==> src/rtl/cslot_pkg.sv <==
package cslot_pkg;

    typedef enum logic [2:0] {
        S_IDLE, S_TABLE, S_CMD, S_PRD, S_DECODE, S_ISSUE, S_STATUS
    } seq_state_t;

    typedef enum logic [1:0] {K_DROP, K_NONE, K_XFER} cmd_kind_t;

    localparam int NWORDS   = 9;
    localparam int CMD_LAST = 5;
    localparam int IDX_W    = 4;

    localparam logic [7:0] OP_DMA_RD  = 8'hC8;
    localparam logic [7:0] OP_DMA_WR  = 8'hCA;
    localparam logic [7:0] OP_PACKET  = 8'hA0;
    localparam logic [7:0] OP_PKT_ID  = 8'hA1;
    localparam logic [7:0] PKT_READ10 = 8'h28;

    localparam logic [7:0]  TBL_PTR_OFS = 8'h08;
    localparam logic [7:0]  STATUS_OFS  = 8'h40;
    localparam logic [3:0]  STATUS_BE   = 4'b0100;
    localparam logic [31:0] STATUS_WORD = 32'h0040_0000;

    typedef struct packed {
        logic        write;
        logic [31:0] lba;
        logic [15:0] count;
        logic [31:0] bytes;
        logic [63:0] addr;
        logic [11:0] prd_len;
    } xfer_t;

    // byte offset within the command table of each fetched word
    function automatic logic [7:0] word_offset(input logic [IDX_W-1:0] idx);
        unique case (idx)
            4'd0:    return 8'h00;
            4'd1:    return 8'h04;
            4'd2:    return 8'h0C;
            4'd3:    return 8'h40;
            4'd4:    return 8'h44;
            4'd5:    return 8'h48;
            4'd6:    return 8'h80;
            4'd7:    return 8'h84;
            default: return 8'h8C;
        endcase
    endfunction

endpackage

==> src/rtl/cslot_regs.sv <==
module cslot_regs
    import cslot_pkg::*;
#(
    parameter int REG_AW = 12
) (
    input  logic              clk,
    input  logic              rst_n,
    input  logic              reg_wr,
    input  logic [REG_AW-1:0] reg_addr,
    input  logic [31:0]       reg_wdata,
    input  logic              busy,
    output logic [31:0]       reg_rdata,
    output logic [31:0]       list_base,
    output logic [31:0]       fis_base,
    output logic              start
);
    localparam logic [REG_AW-1:0] A_CAPS  = REG_AW'(12'h000);
    localparam logic [REG_AW-1:0] A_CTL   = REG_AW'(12'h004);
    localparam logic [REG_AW-1:0] A_PIMPL = REG_AW'(12'h00C);
    localparam logic [REG_AW-1:0] A_LIST  = REG_AW'(12'h100);
    localparam logic [REG_AW-1:0] A_FIS   = REG_AW'(12'h108);
    localparam logic [REG_AW-1:0] A_ISTAT = REG_AW'(12'h110);
    localparam logic [REG_AW-1:0] A_PSTAT = REG_AW'(12'h128);
    localparam logic [REG_AW-1:0] A_ISSUE = REG_AW'(12'h138);

    logic [31:0] ctl_q;

    always_ff @(posedge clk) begin
        if (!rst_n) begin
            ctl_q     <= '0;
            list_base <= '0;
            fis_base  <= '0;
        end else if (reg_wr) begin
            if (reg_addr == A_CTL)  ctl_q     <= reg_wdata;
            if (reg_addr == A_LIST) list_base <= reg_wdata;
            if (reg_addr == A_FIS)  fis_base  <= reg_wdata;
        end
    end

    assign start = reg_wr && (reg_addr == A_ISSUE) && !busy;

    always_comb begin
        unique case (reg_addr)
            A_CAPS:  reg_rdata = 32'd1;
            A_CTL:   reg_rdata = ctl_q;
            A_PIMPL: reg_rdata = 32'd1;
            A_ISTAT: reg_rdata = 32'd1;
            A_PSTAT: reg_rdata = 32'd3;
            default: reg_rdata = '0;
        endcase
    end

endmodule

==> src/rtl/cslot_decode.sv <==
module cslot_decode
    import cslot_pkg::*;
#(
    parameter bit PACKET_DEV = 1'b1
) (
    input  logic [NWORDS-1:0][31:0] words,
    output cmd_kind_t               kind,
    output xfer_t                   xfer
);
    logic [7:0] opcode;
    assign opcode = words[0][23:16];

    always_comb begin
        kind         = K_NONE;
        xfer         = '0;
        xfer.addr    = {words[7], words[6]};
        xfer.prd_len = words[8][11:0];
        if ((opcode == OP_PACKET || opcode == OP_PKT_ID) && !PACKET_DEV) begin
            kind = K_DROP;
        end else if (opcode == OP_DMA_RD || opcode == OP_DMA_WR) begin
            kind       = K_XFER;
            xfer.write = (opcode == OP_DMA_WR);
            xfer.lba   = {8'h00, words[1][23:0]};
            xfer.count = words[2][15:0];
            xfer.bytes = {7'd0, words[2][15:0], 9'd0};
        end else if (opcode == OP_PACKET && words[3][7:0] == PKT_READ10) begin
            kind       = K_XFER;
            xfer.lba   = {words[3][23:16], words[3][31:24], words[4][7:0], words[4][15:8]};
            xfer.count = {words[4][31:24], words[5][7:0]};
            xfer.bytes = {5'd0, words[4][31:24], words[5][7:0], 11'd0};
        end
    end

endmodule

==> src/rtl/cslot_seq.sv <==
module cslot_seq
    import cslot_pkg::*;
#(
    parameter int ADDR_W = 32
) (
    input  logic                    clk,
    input  logic                    rst_n,
    input  logic                    start,
    input  logic [31:0]             list_base,
    input  logic [31:0]             fis_base,
    input  cmd_kind_t               kind,
    input  logic                    mem_ack,
    input  logic [31:0]             mem_rdata,
    output logic                    mem_req,
    output logic                    mem_we,
    output logic [ADDR_W-1:0]       mem_addr,
    output logic [3:0]              mem_be,
    output logic [31:0]             mem_wdata,
    output logic [NWORDS-1:0][31:0] words,
    output logic                    xfer_fire,
    output logic                    busy
);
    localparam logic [IDX_W-1:0] CMD_END = IDX_W'(CMD_LAST);
    localparam logic [IDX_W-1:0] PRD_END = IDX_W'(NWORDS - 1);

    seq_state_t       state, nxt;
    logic [IDX_W-1:0] idx;
    logic [31:0]      tbase;

    always_ff @(posedge clk) begin
        if (!rst_n) begin
            state <= S_IDLE;
            idx   <= '0;
            tbase <= '0;
            words <= '0;
        end else begin
            state <= nxt;
            if (start) idx <= '0;
            if (state == S_TABLE && mem_ack) tbase <= mem_rdata;
            if ((state == S_CMD || state == S_PRD) && mem_ack) begin
                words[idx] <= mem_rdata;
                idx        <= idx + 1'b1;
            end
        end
    end

    always_comb begin
        nxt = state;
        unique case (state)
            S_IDLE:   if (start) nxt = S_TABLE;
            S_TABLE:  if (mem_ack) nxt = S_CMD;
            S_CMD:    if (mem_ack && idx == CMD_END) nxt = S_PRD;
            S_PRD:    if (mem_ack && idx == PRD_END) nxt = S_DECODE;
            S_DECODE: begin
                unique case (kind)
                    K_DROP:  nxt = S_IDLE;
                    K_XFER:  nxt = S_ISSUE;
                    default: nxt = S_STATUS;
                endcase
            end
            S_ISSUE:  nxt = S_STATUS;
            S_STATUS: if (mem_ack) nxt = S_IDLE;
            default:  nxt = S_IDLE;
        endcase
    end

    always_comb begin
        mem_req   = 1'b0;
        mem_we    = 1'b0;
        mem_addr  = '0;
        mem_be    = 4'hF;
        mem_wdata = '0;
        xfer_fire = 1'b0;
        busy      = (state != S_IDLE);
        unique case (state)
            S_TABLE: begin
                mem_req  = 1'b1;
                mem_addr = ADDR_W'(list_base + 32'(TBL_PTR_OFS));
            end
            S_CMD, S_PRD: begin
                mem_req  = 1'b1;
                mem_addr = ADDR_W'(tbase + 32'(word_offset(idx)));
            end
            S_ISSUE: xfer_fire = 1'b1;
            S_STATUS: begin
                mem_req   = 1'b1;
                mem_we    = 1'b1;
                mem_addr  = ADDR_W'(fis_base + 32'(STATUS_OFS));
                mem_be    = STATUS_BE;
                mem_wdata = STATUS_WORD;
            end
            default: ;
        endcase
    end

    // an unacknowledged request keeps its address
    a_r4_req_held: assert property (@(posedge clk) disable iff (!rst_n)
        (mem_req && !mem_ack) |=> (mem_req && $stable(mem_addr)));
    // transfer pulse lasts one cycle
    a_r9_single_pulse: assert property (@(posedge clk) disable iff (!rst_n)
        xfer_fire |=> !xfer_fire);
    // a transfer is followed by the status write
    a_r10_status_next: assert property (@(posedge clk) disable iff (!rst_n)
        xfer_fire |=> (mem_req && mem_we && mem_be == STATUS_BE));
    // an accepted issue makes the block busy
    a_r3_start_busy: assert property (@(posedge clk) disable iff (!rst_n)
        start |=> busy);
    // a dropped command frees the block at once
    a_r12_drop_idle: assert property (@(posedge clk) disable iff (!rst_n)
        (state == S_DECODE && kind == K_DROP) |=> !busy);

endmodule

==> src/rtl/cmd_slot_seq.sv <==
module cmd_slot_seq
    import cslot_pkg::*;
#(
    parameter int REG_AW     = 12,
    parameter int ADDR_W     = 32,
    parameter bit PACKET_DEV = 1'b1
) (
    input  logic              clk,
    input  logic              rst_n,
    input  logic              reg_wr,
    input  logic [REG_AW-1:0] reg_addr,
    input  logic [31:0]       reg_wdata,
    output logic [31:0]       reg_rdata,
    output logic              busy,
    output logic              mem_req,
    output logic              mem_we,
    output logic [ADDR_W-1:0] mem_addr,
    output logic [3:0]        mem_be,
    output logic [31:0]       mem_wdata,
    input  logic [31:0]       mem_rdata,
    input  logic              mem_ack,
    output logic              xfer_valid,
    output logic              xfer_write,
    output logic [31:0]       xfer_lba,
    output logic [15:0]       xfer_count,
    output logic [31:0]       xfer_bytes,
    output logic [63:0]       xfer_addr,
    output logic [11:0]       xfer_prd_len
);
    logic [31:0]             list_base, fis_base;
    logic                    start;
    logic [NWORDS-1:0][31:0] words;
    cmd_kind_t               kind;
    xfer_t                   xfer;

    cslot_regs #(.REG_AW(REG_AW)) u_regs (
        .clk(clk), .rst_n(rst_n), .reg_wr(reg_wr), .reg_addr(reg_addr),
        .reg_wdata(reg_wdata), .busy(busy), .reg_rdata(reg_rdata),
        .list_base(list_base), .fis_base(fis_base), .start(start)
    );

    cslot_decode #(.PACKET_DEV(PACKET_DEV)) u_dec (
        .words(words), .kind(kind), .xfer(xfer)
    );

    cslot_seq #(.ADDR_W(ADDR_W)) u_seq (
        .clk(clk), .rst_n(rst_n), .start(start), .list_base(list_base),
        .fis_base(fis_base), .kind(kind), .mem_ack(mem_ack),
        .mem_rdata(mem_rdata), .mem_req(mem_req), .mem_we(mem_we),
        .mem_addr(mem_addr), .mem_be(mem_be), .mem_wdata(mem_wdata),
        .words(words), .xfer_fire(xfer_valid), .busy(busy)
    );

    assign xfer_write   = xfer.write;
    assign xfer_lba     = xfer.lba;
    assign xfer_count   = xfer.count;
    assign xfer_bytes   = xfer.bytes;
    assign xfer_addr    = xfer.addr;
    assign xfer_prd_len = xfer.prd_len;

endmodule

==> config.mk <==
export PLATFORM = sky130hd
export DESIGN_NAME = cmd_slot_seq
export DESIGN_NICKNAME = d
export VERILOG_FILES = /design/src/rtl/cslot_pkg.sv /design/src/rtl/cslot_regs.sv /design/src/rtl/cslot_decode.sv /design/src/rtl/cslot_seq.sv /design/src/rtl/cmd_slot_seq.sv
export SDC_FILE = /design/constraint.sdc
export NUM_CORES = 1
export LEC_CHECK = 0
export BUFFER_PORTS_ARGS = -buffer_cell sky130_fd_sc_hd__buf_2
export CAP_MARGIN = 25
export CORE_MARGIN = 2
export CORE_UTILIZATION = 30
export DETAILED_ROUTE_END_ITERATION = 16
export PLACE_DENSITY_LB_ADDON = 0.2
export SLEW_MARGIN = 20
export SYNTH_ARGS = -nofsm -noshare
export SYNTH_HDL_FRONTEND = slang
export SYNTH_SLANG_ARGS = --single-unit
==> constraint.sdc <==
create_clock -name clk -period 5.3 [get_ports clk]
set_input_delay 0.53 -clock clk [delete_from_list [all_inputs] [get_ports clk]]
set_output_delay 0.53 -clock clk [all_outputs]
set_load 0.02 [all_outputs]
==> results of run 1 <==
==> worst min-delay path: cells and delay by family <==
| kind | cells | cell delay, ns |
|---|---|---|
| simple gates | 1 | 0.05 |
| compound gates | 1 | 0.05 |
| buf+inv | 1 | 0.13 |
==> cell usage in the layout, fill, tap and decap left out, types with 14 or more instances in the layout <==
cell type | netlist | layout
nand2_1 | 654 | 654
o221ai_1 | 16 | 16
and3_1 | 38 | 38
xnor2_1 | 43 | 43
o21ai_0 | 23 | 23
a21boi_0 | 247 | 247
ha_1 | 14 | 14
a22o_1 | 25 | 25
nor3_1 | 24 | 22
dfxtp_1 | 319 | 319
buf_4 | 125 | 20
and2_1 | 27 | 27
and4_1 | 16 | 15
nand4_1 | 23 | 23
nor2_1 | 22 | 20
nor2b_1 | 20 | 20
clkbuf_1 | 136 | 16
a21oi_1 | 16 | 16
conb_1 | 2 | 46
xor2_1 | 22 | 22
a21boi_1 | 49 | 49
buf_2 | 14 | 293
nand3_1 | 71 | 71
clkbuf_16 | 0 | 41
mux2i_1 | 14 | 14
==> registers in the layout (all words and copies together), names as in the netlist, named ones only <==
register / count
u_seq.state: 3
u_seq.words: 180
u_regs.ctl_q: 32
u_regs.list_base: 32
u_regs.fis_base: 32
u_seq.tbase: 32
u_seq.idx: 4
==> layout make-up <==
class | instances | area, sq um | share of cell area, %
multi-input combinational | 1515 | 8500 | 45.2
sequential | 319 | 6390 | 34.0
timing repair buffer | 317 | 1690 | 9.00
clock buffer | 65 | 1200 | 6.37
tap | 696 | 871 | 4.63
clock inverter | 8 | 105 | 0.559
inverter | 11 | 41.3 | 0.220
==> routing by layer <==
layer	part of all wire, %	track usage (%)
met1	47	25.8
met2	44	29.2
met3	7.1	4.58
met4	2.6	6.14
met5	0	0
==> power by group through the flow <==
stage               clock network (mW)  logic [mW]  registers, mW
finish                            2.72       0.632           2.51
CTS                               2.82       0.640           2.51
detailed placement                   0       0.638           2.56
global placement                     0       0.625           2.56
global route                      2.90       0.688           2.52
floorplan                            0       0.437           2.52
==> stage by stage <==
stage / cells / hold slack [ns] / total power [mW] / instance area [sq um] / util [%]
3_5_place_dp: 2856 / 0.454 / 3.20 / 17500 / 32.5
2_1_floorplan: 2125 / 0.435 / 2.95 / 16500 / -
5_1_grt: 2931 / 0.248 / 6.11 / 18800 / 35.0
6_report: 2931 / 0.249 / 5.87 / 18800 / 35.0
3_3_place_gp: 2854 / 0.447 / 3.18 / 17400 / 32.4
4_1_cts: 2929 / 0.219 / 5.96 / 18800 / 34.9
==> Yosys cell counts (all sizes together) (25+ instances only) <==
master,n,area (sq um)
and3,38,238
clkbuf,136,510
and2,28,175
nor3,25,130
nand2,654,2450
dfxtp,319,6390
a22o,25,219
nand3,71,355
buf,144,1050
xnor2,43,377
a21boi,296,2220
==> kinds of logic (layout without fill, tap and decap cells) <==
family	after synthesis	after routing
buffers and inverters	291	401
AO/OA/AOI/OAI	424	424
adder cells (fa/ha/maj)	15	15
multiplexers	16	16
other	2	46
XOR/XNOR	65	65
AND/OR/NAND/NOR	949	949
flip-flops	319	319
==> worst min path at each step <==
| stage | to | from | slack [ns] | depth (start not counted) |
|---|---|---|---|---|
| after floorplan | u_regs.list_base[2] | u_regs.list_base[2] | 0.43 | 2 |
| final | u_regs.fis_base[26] | reg_wdata[26] | 0.25 | 3 |
| after global routing | u_regs.list_base[11] | reg_wdata[11] | 0.25 | 3 |
| after CTS | u_regs.list_base[4] | reg_wdata[4] | 0.22 | 3 |
| after detailed placement | u_regs.ctl_q[17] | u_regs.ctl_q[17] | 0.45 | 2 |
| after global placement | u_seq.words[99] | u_seq.words[99] | 0.45 | 2 |
==> impl_metrics.ini, run 1 <==
[run_status]
status = finished clean

[yosys]
yosysUniqueCellTypes = 65
synthSimpleGateAreaFrac_pct = 25.9
ys_seq_area_share_pct = 39.2
async_flop_share_pct = 0
synth_top_family_by_area = simple AND/OR/NAND/NOR gates
synth-seq-cells = 319
synth_edf_count = 0
synth_area_per_cell_sq_um = 7.83
syn-instance-count = 2081
synthMuxAreaShare_pct = 0.998
syn_area_sq_um = 16300
yosys_warnings = 0
synth_compound_area_share_pct = 19.4
synthAdderAreaFrac_pct = 1.20
synthXorXnorAreaFrac_pct = 3.49
synth_top_flop_cell = dfxtp_1

[clock_tree]
root_buffer = clkbuf_16
cts_tree = yes
cts_buffers = 40
htreeDepth = 2
cts_setup_buffers = 0
insertion_delay_ns = 0.56
clock_sinks = 319
clock_path_buffers = 3
cts_hold_buf = 0
cts.clk_slew.worst_paths_ns = 0.06
post_cts_resized = 0

[drt]
vias_per_cell = 4.95
wire_per_inst_um = 18.8
wirelength_um = 55100
antenna_left = 0
dr_total_vias = 14500
drcViolationCount = 0
first_pass_iters = 5
drt_first_iter_violations = 1084

[global_route]
grt_first_pass_wirelength_um = 82900
grt_pass1_vias = 13600
grt_overflow = 0
grt_max_degree = 111
grt_usage_pct = 18.9
antenna_found_initial = 0

[worst_setup_path]
r2r_cells = 6
r2r_start = u_seq.state[1]
rr_endpoint = u_seq.words[100]
path_max_fanout = 11
crit_type = reg -> out
cp-end-kind = output pin
startpoint_type = flop
worstSetupStartpoint = u_seq.idx[3]
worstPathRequired_ns = 4.77
crit_buf_inv = 2
cp.arrival_ns = 3.61
crit_slowest_cell = dfxtp_1
cp.depth = 10
crit_family = simple AND/OR/NAND/NOR gates
slowest_delay_ns = 0.56
endpoint = mem_addr[24]
critical_path.cell_chain = or2_2 > ha_1 > inv_1 > fa_1 > nand3b_1 > o22a_1 > nor4_1 > xor2_1 > a221o_1 > buf_2
r2r_slack_ns = 2.44

[power]
p_int_mw = 4.27
leakage_nw = 7.20
combinationalPowerShare_pct = 10.8
ir_worst_vdd_mv = 0.202
p_switching_mw = 1.60
clockPowerShare_pct = 46.4
seqPwrFrac_pct = 42.8
switching_share_pct = 27.3
p_per_area_nw_per_um2 = 312

[floorplan]
io_pins = 341
rows = 85
start_util_pct = 30.3
die-area_sq_um = 56200
core-area_sq_um = 53700
dieHeight_um = 237
die_w_um = 237

[sta]
rsz0062_at_grt = no
fin_crit_ns = 4.14
final_hold_viol_count = 0
setup_viol = 0
timing.fmax_mhz = 242
max_slew.worst_pin.slew_ns = 1.05
slew_headroom_pct = 30.0
tns_ns = 0
maxSlewViolCount = 0
fin_skew_ns = 0.0140
timing.final.ws_setup_ns = 1.16
fin_crit_sh_pct = 78.1

[finish]
drive_gt1_share_pct = 17.7
diodes = 0
n_fill_cell = 5679
area_growth_pct = 15.3
nNetsFinal = 2299

[placement]
io_buffer_count = 294
place_hpwl_um = 38300
dp_slack_ns = 1.74
gp_congestion = 0.890

[job]
maxCapViolations = 0

[worst_hold_path]
hp-class = in -> reg
Power figures use the tool's default switching activity.
==> run 2, diff against run 1 <==
clock period = 4 ns   (was 5.3 ns; I/O delays follow)
==> run 2 against run 1 <==
  * Count of clock-buffer cells in the layout is 5 lower
  * Non-clock buffer count grew 6
  * Clock skew up 0.0037 ns
  * Final cell count increased by 0.10%
  * Wire length barely moved
  * First-iteration DRC count fell by 9.2%
  * Hold slack got worse by 0.14 ns
  * Final area is 0.59% higher
  * Largest power group unchanged
==> impl_metrics.ini, run 2 (same netlist as run 1, synthesis figures left out) <==
[finish]
top_register = u_seq.words
area_growth_pct = 16.0
multi_input_area_sq_um = 8490
layout_common_cells = nand2_1 (654), dfxtp_1 (318), buf_2 (293)
regArea_sq_um = 6390
nNetsFinal = 2305
largest_register_ffs = 180
drive_gt1_share_pct = 18.1
diodes = 0
final_common_cell = nand2_1
n_fill_cell = 5684

[power]
p_per_area_nw_per_um2 = 422
combinationalPowerShare_pct = 10.6
seqPwrFrac_pct = 41.6
switching_share_pct = 27.1
p_switching_mw = 2.16
leakage_nw = 7.27
p_int_mw = 5.82
ir_worst_vdd_mv = 0.281
clockPowerShare_pct = 47.8

[sta]
maxSlewViolCount = 0
setup_viol = 0
max_slew.worst_pin.slew_ns = 0.975
rsz0062_at_grt = no
slew_headroom_pct = 34.9
tns_ns = 0
timing.fmax_mhz = 264
fin_crit_sh_pct = 94.7
whs_ns = 0.108
fin_skew_ns = 0.0177
fin_crit_ns = 3.79
final_hold_viol_count = 0

[worst_hold_path]
hold_end = u_regs.list_base[22]
hp-class = in -> reg
worstHoldPathCells = 3
min-delay-start = reg_wdata[22]

[job]
maxCapViolations = 0

[global_route]
grt_first_pass_wirelength_um = 83200
grt_usage_pct = 18.9
antenna_found_initial = 0
grt_max_degree = 159
grt_pass1_vias = 13600
grt_overflow = 0

[worst_setup_path]
crit_slowest_cell = or4_1
worstPathRequired_ns = 3.60
rr_endpoint = u_seq.words[103]
r2r_slack_ns = 1.26
slowest_delay_ns = 0.54
r2r_cells = 6
path_max_fanout = 11
crit_family = simple AND/OR/NAND/NOR gates
critical_path.cell_chain = or2_2 > ha_1 > inv_1 > fa_1 > nand3b_1 > o22a_1 > or4_1 > a21oi_1 > a211o_1 > buf_2
r2r_start = u_seq.state[1]
cp.arrival_ns = 3.39
crit_type = reg -> out
startpoint_type = flop
cp-end-kind = output pin
crit_buf_inv = 2

[clock_tree]
cts_tree = yes
clock_sinks = 319
root_buffer = clkbuf_16
htreeDepth = 2
clock_path_buffers = 3
cts_setup_buffers = 0
cts_buffers = 40
insertion_delay_ns = 0.57
cts.clk_slew.worst_paths_ns = 0.06

[drt]
drt_first_iter_violations = 984
vias_per_cell = 4.94
first_pass_iters = 5
antenna_left = 0
drcViolationCount = 0
wire_per_inst_um = 18.8
dr_total_vias = 14500
wirelength_um = 55100

[floorplan]
dieHeight_um = 237
die-area_sq_um = 56200
io_pins = 341
rows = 85
start_util_pct = 30.3
core-area_sq_um = 53700
die_w_um = 237

[placement]
gp_congestion = 0.873
io_buffer_count = 294
place_hpwl_um = 37800

[run_status]
status = finished clean
==> run 2: changes by cell type in the layout (fill, tap and decap cells not counted), sizes merged <==
cell      change
buf           +6
clkbuf        -5
bufinv        +2
clkinv        -1
clkinvlp      +1
==> run 2: metal layers <==
metal | vias to the layer above | part of all wire [%] | GRT usage [%]
met2 | 446 | 44 | 29.5
met3 | 76 | 6.8 | 4.20
met1 | 6898 | 47 | 26.1
met5 | - | 0 | 0
li1 | 7069 | - | -
met4 | 0 | 2.4 | 5.60
==> run 2: worst min-delay path, stage by stage <==
cell and delay, ns:
buf_2 0.12, nand2_1 0.05, a21boi_1 0.05
==> run 2: final cells by class <==
cell class	instances	area share, %
Sequential cell	319	33.8
Inverter	11	0.218
Tap cell	696	4.61
Multi-Input combinational cell	1515	44.9
Clock buffer	60	6.39
Timing Repair Buffer	323	9.22
Clock inverter	10	0.847
==> run 2: repair_timing <==
action | in CTS | in global routing
resized for setup | 0 | 1
setup endpoints to repair | 0 | 5
hold buffers | 0 | 0
==> run 2: metrics by stage <==
step           util, %  std cells  worst slack, ns  area (sq um)  power (mW)
2_1_floorplan        -       2125            0.941         16500        3.91
3_3_place_gp      32.5       2861            0.694         17500        4.23
3_5_place_dp      32.6       2862            0.661         17500        4.25
4_1_cts           35.1       2932           0.0539         18900        8.10
5_1_grt           35.2       2934          0.00105         18900        8.30
6_report          35.2       2934            0.211         18900        7.98
==> run 2: worst max-delay path by stage <==
stage | start | endpoint | slack, ns | cells after the start
after detailed placement | u_seq.idx[3] | mem_addr[24] | 0.66 | 10
after CTS | u_seq.idx[3] | mem_addr[24] | 0.05 | 10
final | u_seq.idx[3] | mem_addr[20] | 0.21 | 10
after floorplan | u_seq.idx[3] | mem_addr[24] | 0.94 | 10
after global placement | u_seq.idx[3] | mem_addr[24] | 0.69 | 10
after global routing | u_seq.idx[3] | mem_addr[24] | 0.001 | 10
==> run 2: power by group through the flow <==
stage          Clock (mW)  Sequential, mW  Combinational, mW
6_report             3.81            3.32              0.846
5_1_grt              4.05            3.33              0.919
3_3_place_gp            0            3.39              0.840
4_1_cts              3.92            3.32              0.856
2_1_floorplan           0            3.34              0.579
3_5_place_dp            0            3.39              0.854
==> run 3, diff against run 2 <==
clock period = 4.4 ns   (was 4 ns; I/O delays follow)
==> run 3 against run 2 <==
  * Clock skew increased by 0.0091 ns
  * Global-route usage barely moved
  * Via count shrank 0.39%
  * Register-to-register slack gained 0.39 ns
  * Final cell count about the same
==> impl_metrics.ini, run 3 (same netlist as run 1, synthesis figures left out) <==
[clock_tree]
clock_sinks = 319
post_cts_resized = 0
cts_tree = yes
cts_buffers = 39
cts.clk_slew.worst_paths_ns = 0.06
clock_path_buffers = 3
root_buffer = clkbuf_16
cts_setup_buffers = 0
htreeDepth = 2
insertion_delay_ns = 0.58
cts_hold_buf = 0

[floorplan]
core-area_sq_um = 53700
die_w_um = 237
die-area_sq_um = 56200
dieHeight_um = 237
rows = 85
start_util_pct = 30.3
io_pins = 341

[worst_setup_path]
cp-end-kind = output pin
crit_type = reg -> out
slowest_delay_ns = 0.54
cp.arrival_ns = 3.51
crit_slowest_cell = dfxtp_1
path_max_fanout = 11
worstPathRequired_ns = 3.96
r2r_start = u_seq.state[1]
endpoint = mem_addr[24]
r2r_cells = 6
r2r_slack_ns = 1.65
startpoint_type = flop
worstSetupStartpoint = u_seq.idx[3]
rr_endpoint = u_seq.words[103]
critical_path.cell_chain = or2_2 > ha_1 > inv_1 > fa_1 > nand3b_1 > o22a_1 > nor4_1 > xor2_1 > a221o_1 > buf_2

[global_route]
grt_usage_pct = 19.0
antenna_found_initial = 0
grt_max_degree = 122
grt_pass1_vias = 13800
grt_first_pass_wirelength_um = 83300
grt_overflow = 0

[finish]
largest_register_ffs = 180
nNetsFinal = 2302
top_register = u_seq.words
diodes = 0
final_common_cell = nand2_1
area_growth_pct = 15.4
drive_gt1_share_pct = 18.1
layout_common_cells = nand2_1 (654), dfxtp_1 (319), buf_2 (293)

[placement]
io_buffer_count = 294
gp_congestion = 0.858
place_hpwl_um = 38000

[sta]
maxSlewViolCount = 0
tns_ns = 0
setup_viol = 0
rsz0062_at_grt = no
timing.fmax_mhz = 253
max_slew.worst_pin.slew_ns = 1.05
fin_crit_ns = 3.95
final_hold_viol_count = 0
slew_headroom_pct = 29.8
fin_skew_ns = 0.0269
fin_crit_sh_pct = 89.8

[drt]
drcViolationCount = 0
drt_first_iter_violations = 1002
wirelength_um = 54800
vias_per_cell = 4.92
dr_total_vias = 14400
antenna_left = 0
wire_per_inst_um = 18.7
first_pass_iters = 5

[job]
maxCapViolations = 0

[power]
p_total_mw = 7.09
seqPwrFrac_pct = 42.7
switching_share_pct = 28.0
clockPowerShare_pct = 46.5
ir_worst_vdd_mv = 0.271
p_per_area_nw_per_um2 = 377
p_int_mw = 5.10
p_switching_mw = 1.98
combinationalPowerShare_pct = 10.8
leakage_nw = 7.22

[run_status]
status = finished clean

[worst_hold_path]
hp-class = in -> reg
[run 3: area by class of cell]
| cell class | count | area, sq um |
|---|---|---|
| Inverter | 11 | 41.3 |
| Fill cell | 5729 | 34900 |
| Sequential cell | 319 | 6390 |
| Timing Repair Buffer | 321 | 1700 |
| Clock inverter | 15 | 174 |
| Multi-Input combinational cell | 1515 | 8490 |
| Tap cell | 696 | 871 |
| Clock buffer | 56 | 1140 |
[run 3: power groups by stage]
stage	clock network (mW)	logic, mW	registers (mW)
after floorplan	0	0.526	3.03
after global placement	0	0.765	3.08
after detailed placement	0	0.783	3.09
after CTS	3.40	0.785	3.02
after global routing	3.48	0.843	3.03
final	3.30	0.769	3.02
[run 3: worst max-delay path, delay by kind of cell, from the launching register on]
kind | cells | cell delay, ns
adders and majority gates | 2 | 0.54
AOI/OAI and AO/OA | 2 | 0.72
xor gates and xnor gates | 1 | 0.13
buffers and inverters | 2 | 0.22
DFF | 1 | 0.54
and+or+nand+nor | 3 | 0.81
[run 3: per-layer routing]
layer / wire length (um) / share of wire (%) / GRT usage (%) / up-vias
met2: 24100 / 44 / 29.8 / 420
met4: 1300 / 2.4 / 5.60 / 0
met5: 0 / 0 / 0 / -
met1: 25800 / 47 / 25.7 / 6875
li1: - / - / - / 7067
met3: 3660 / 6.7 / 4.57 / 71
[run 3: worst min path at each step]
stage	from	slack (ns)	endpoint	cells after the start
after detailed placement	u_regs.list_base[2]	0.45	u_regs.list_base[2]	2
after global routing	reg_wdata[11]	0.14	u_regs.list_base[11]	3
after floorplan	u_regs.list_base[2]	0.43	u_regs.list_base[2]	2
after global placement	u_regs.list_base[1]	0.44	u_regs.list_base[1]	2
final	reg_wdata[27]	0.14	u_regs.fis_base[27]	3
after CTS	reg_wdata[11]	0.11	u_regs.list_base[11]	3
[run 3: per-stage QoR]
stage | instance area [sq um] | hold WS [ns] | cells | utilization (%) | worst slack (ns)
finish | 18800 | 0.140 | 2933 | 35.0 | 0.448
CTS | 18800 | 0.105 | 2932 | 35.0 | 0.382
floorplan | 16500 | 0.435 | 2125 | - | 1.30
global route | 18800 | 0.137 | 2933 | 35.0 | 0.197
detailed placement | 17500 | 0.446 | 2861 | 32.6 | 0.981
global placement | 17500 | 0.441 | 2860 | 32.5 | 1.06
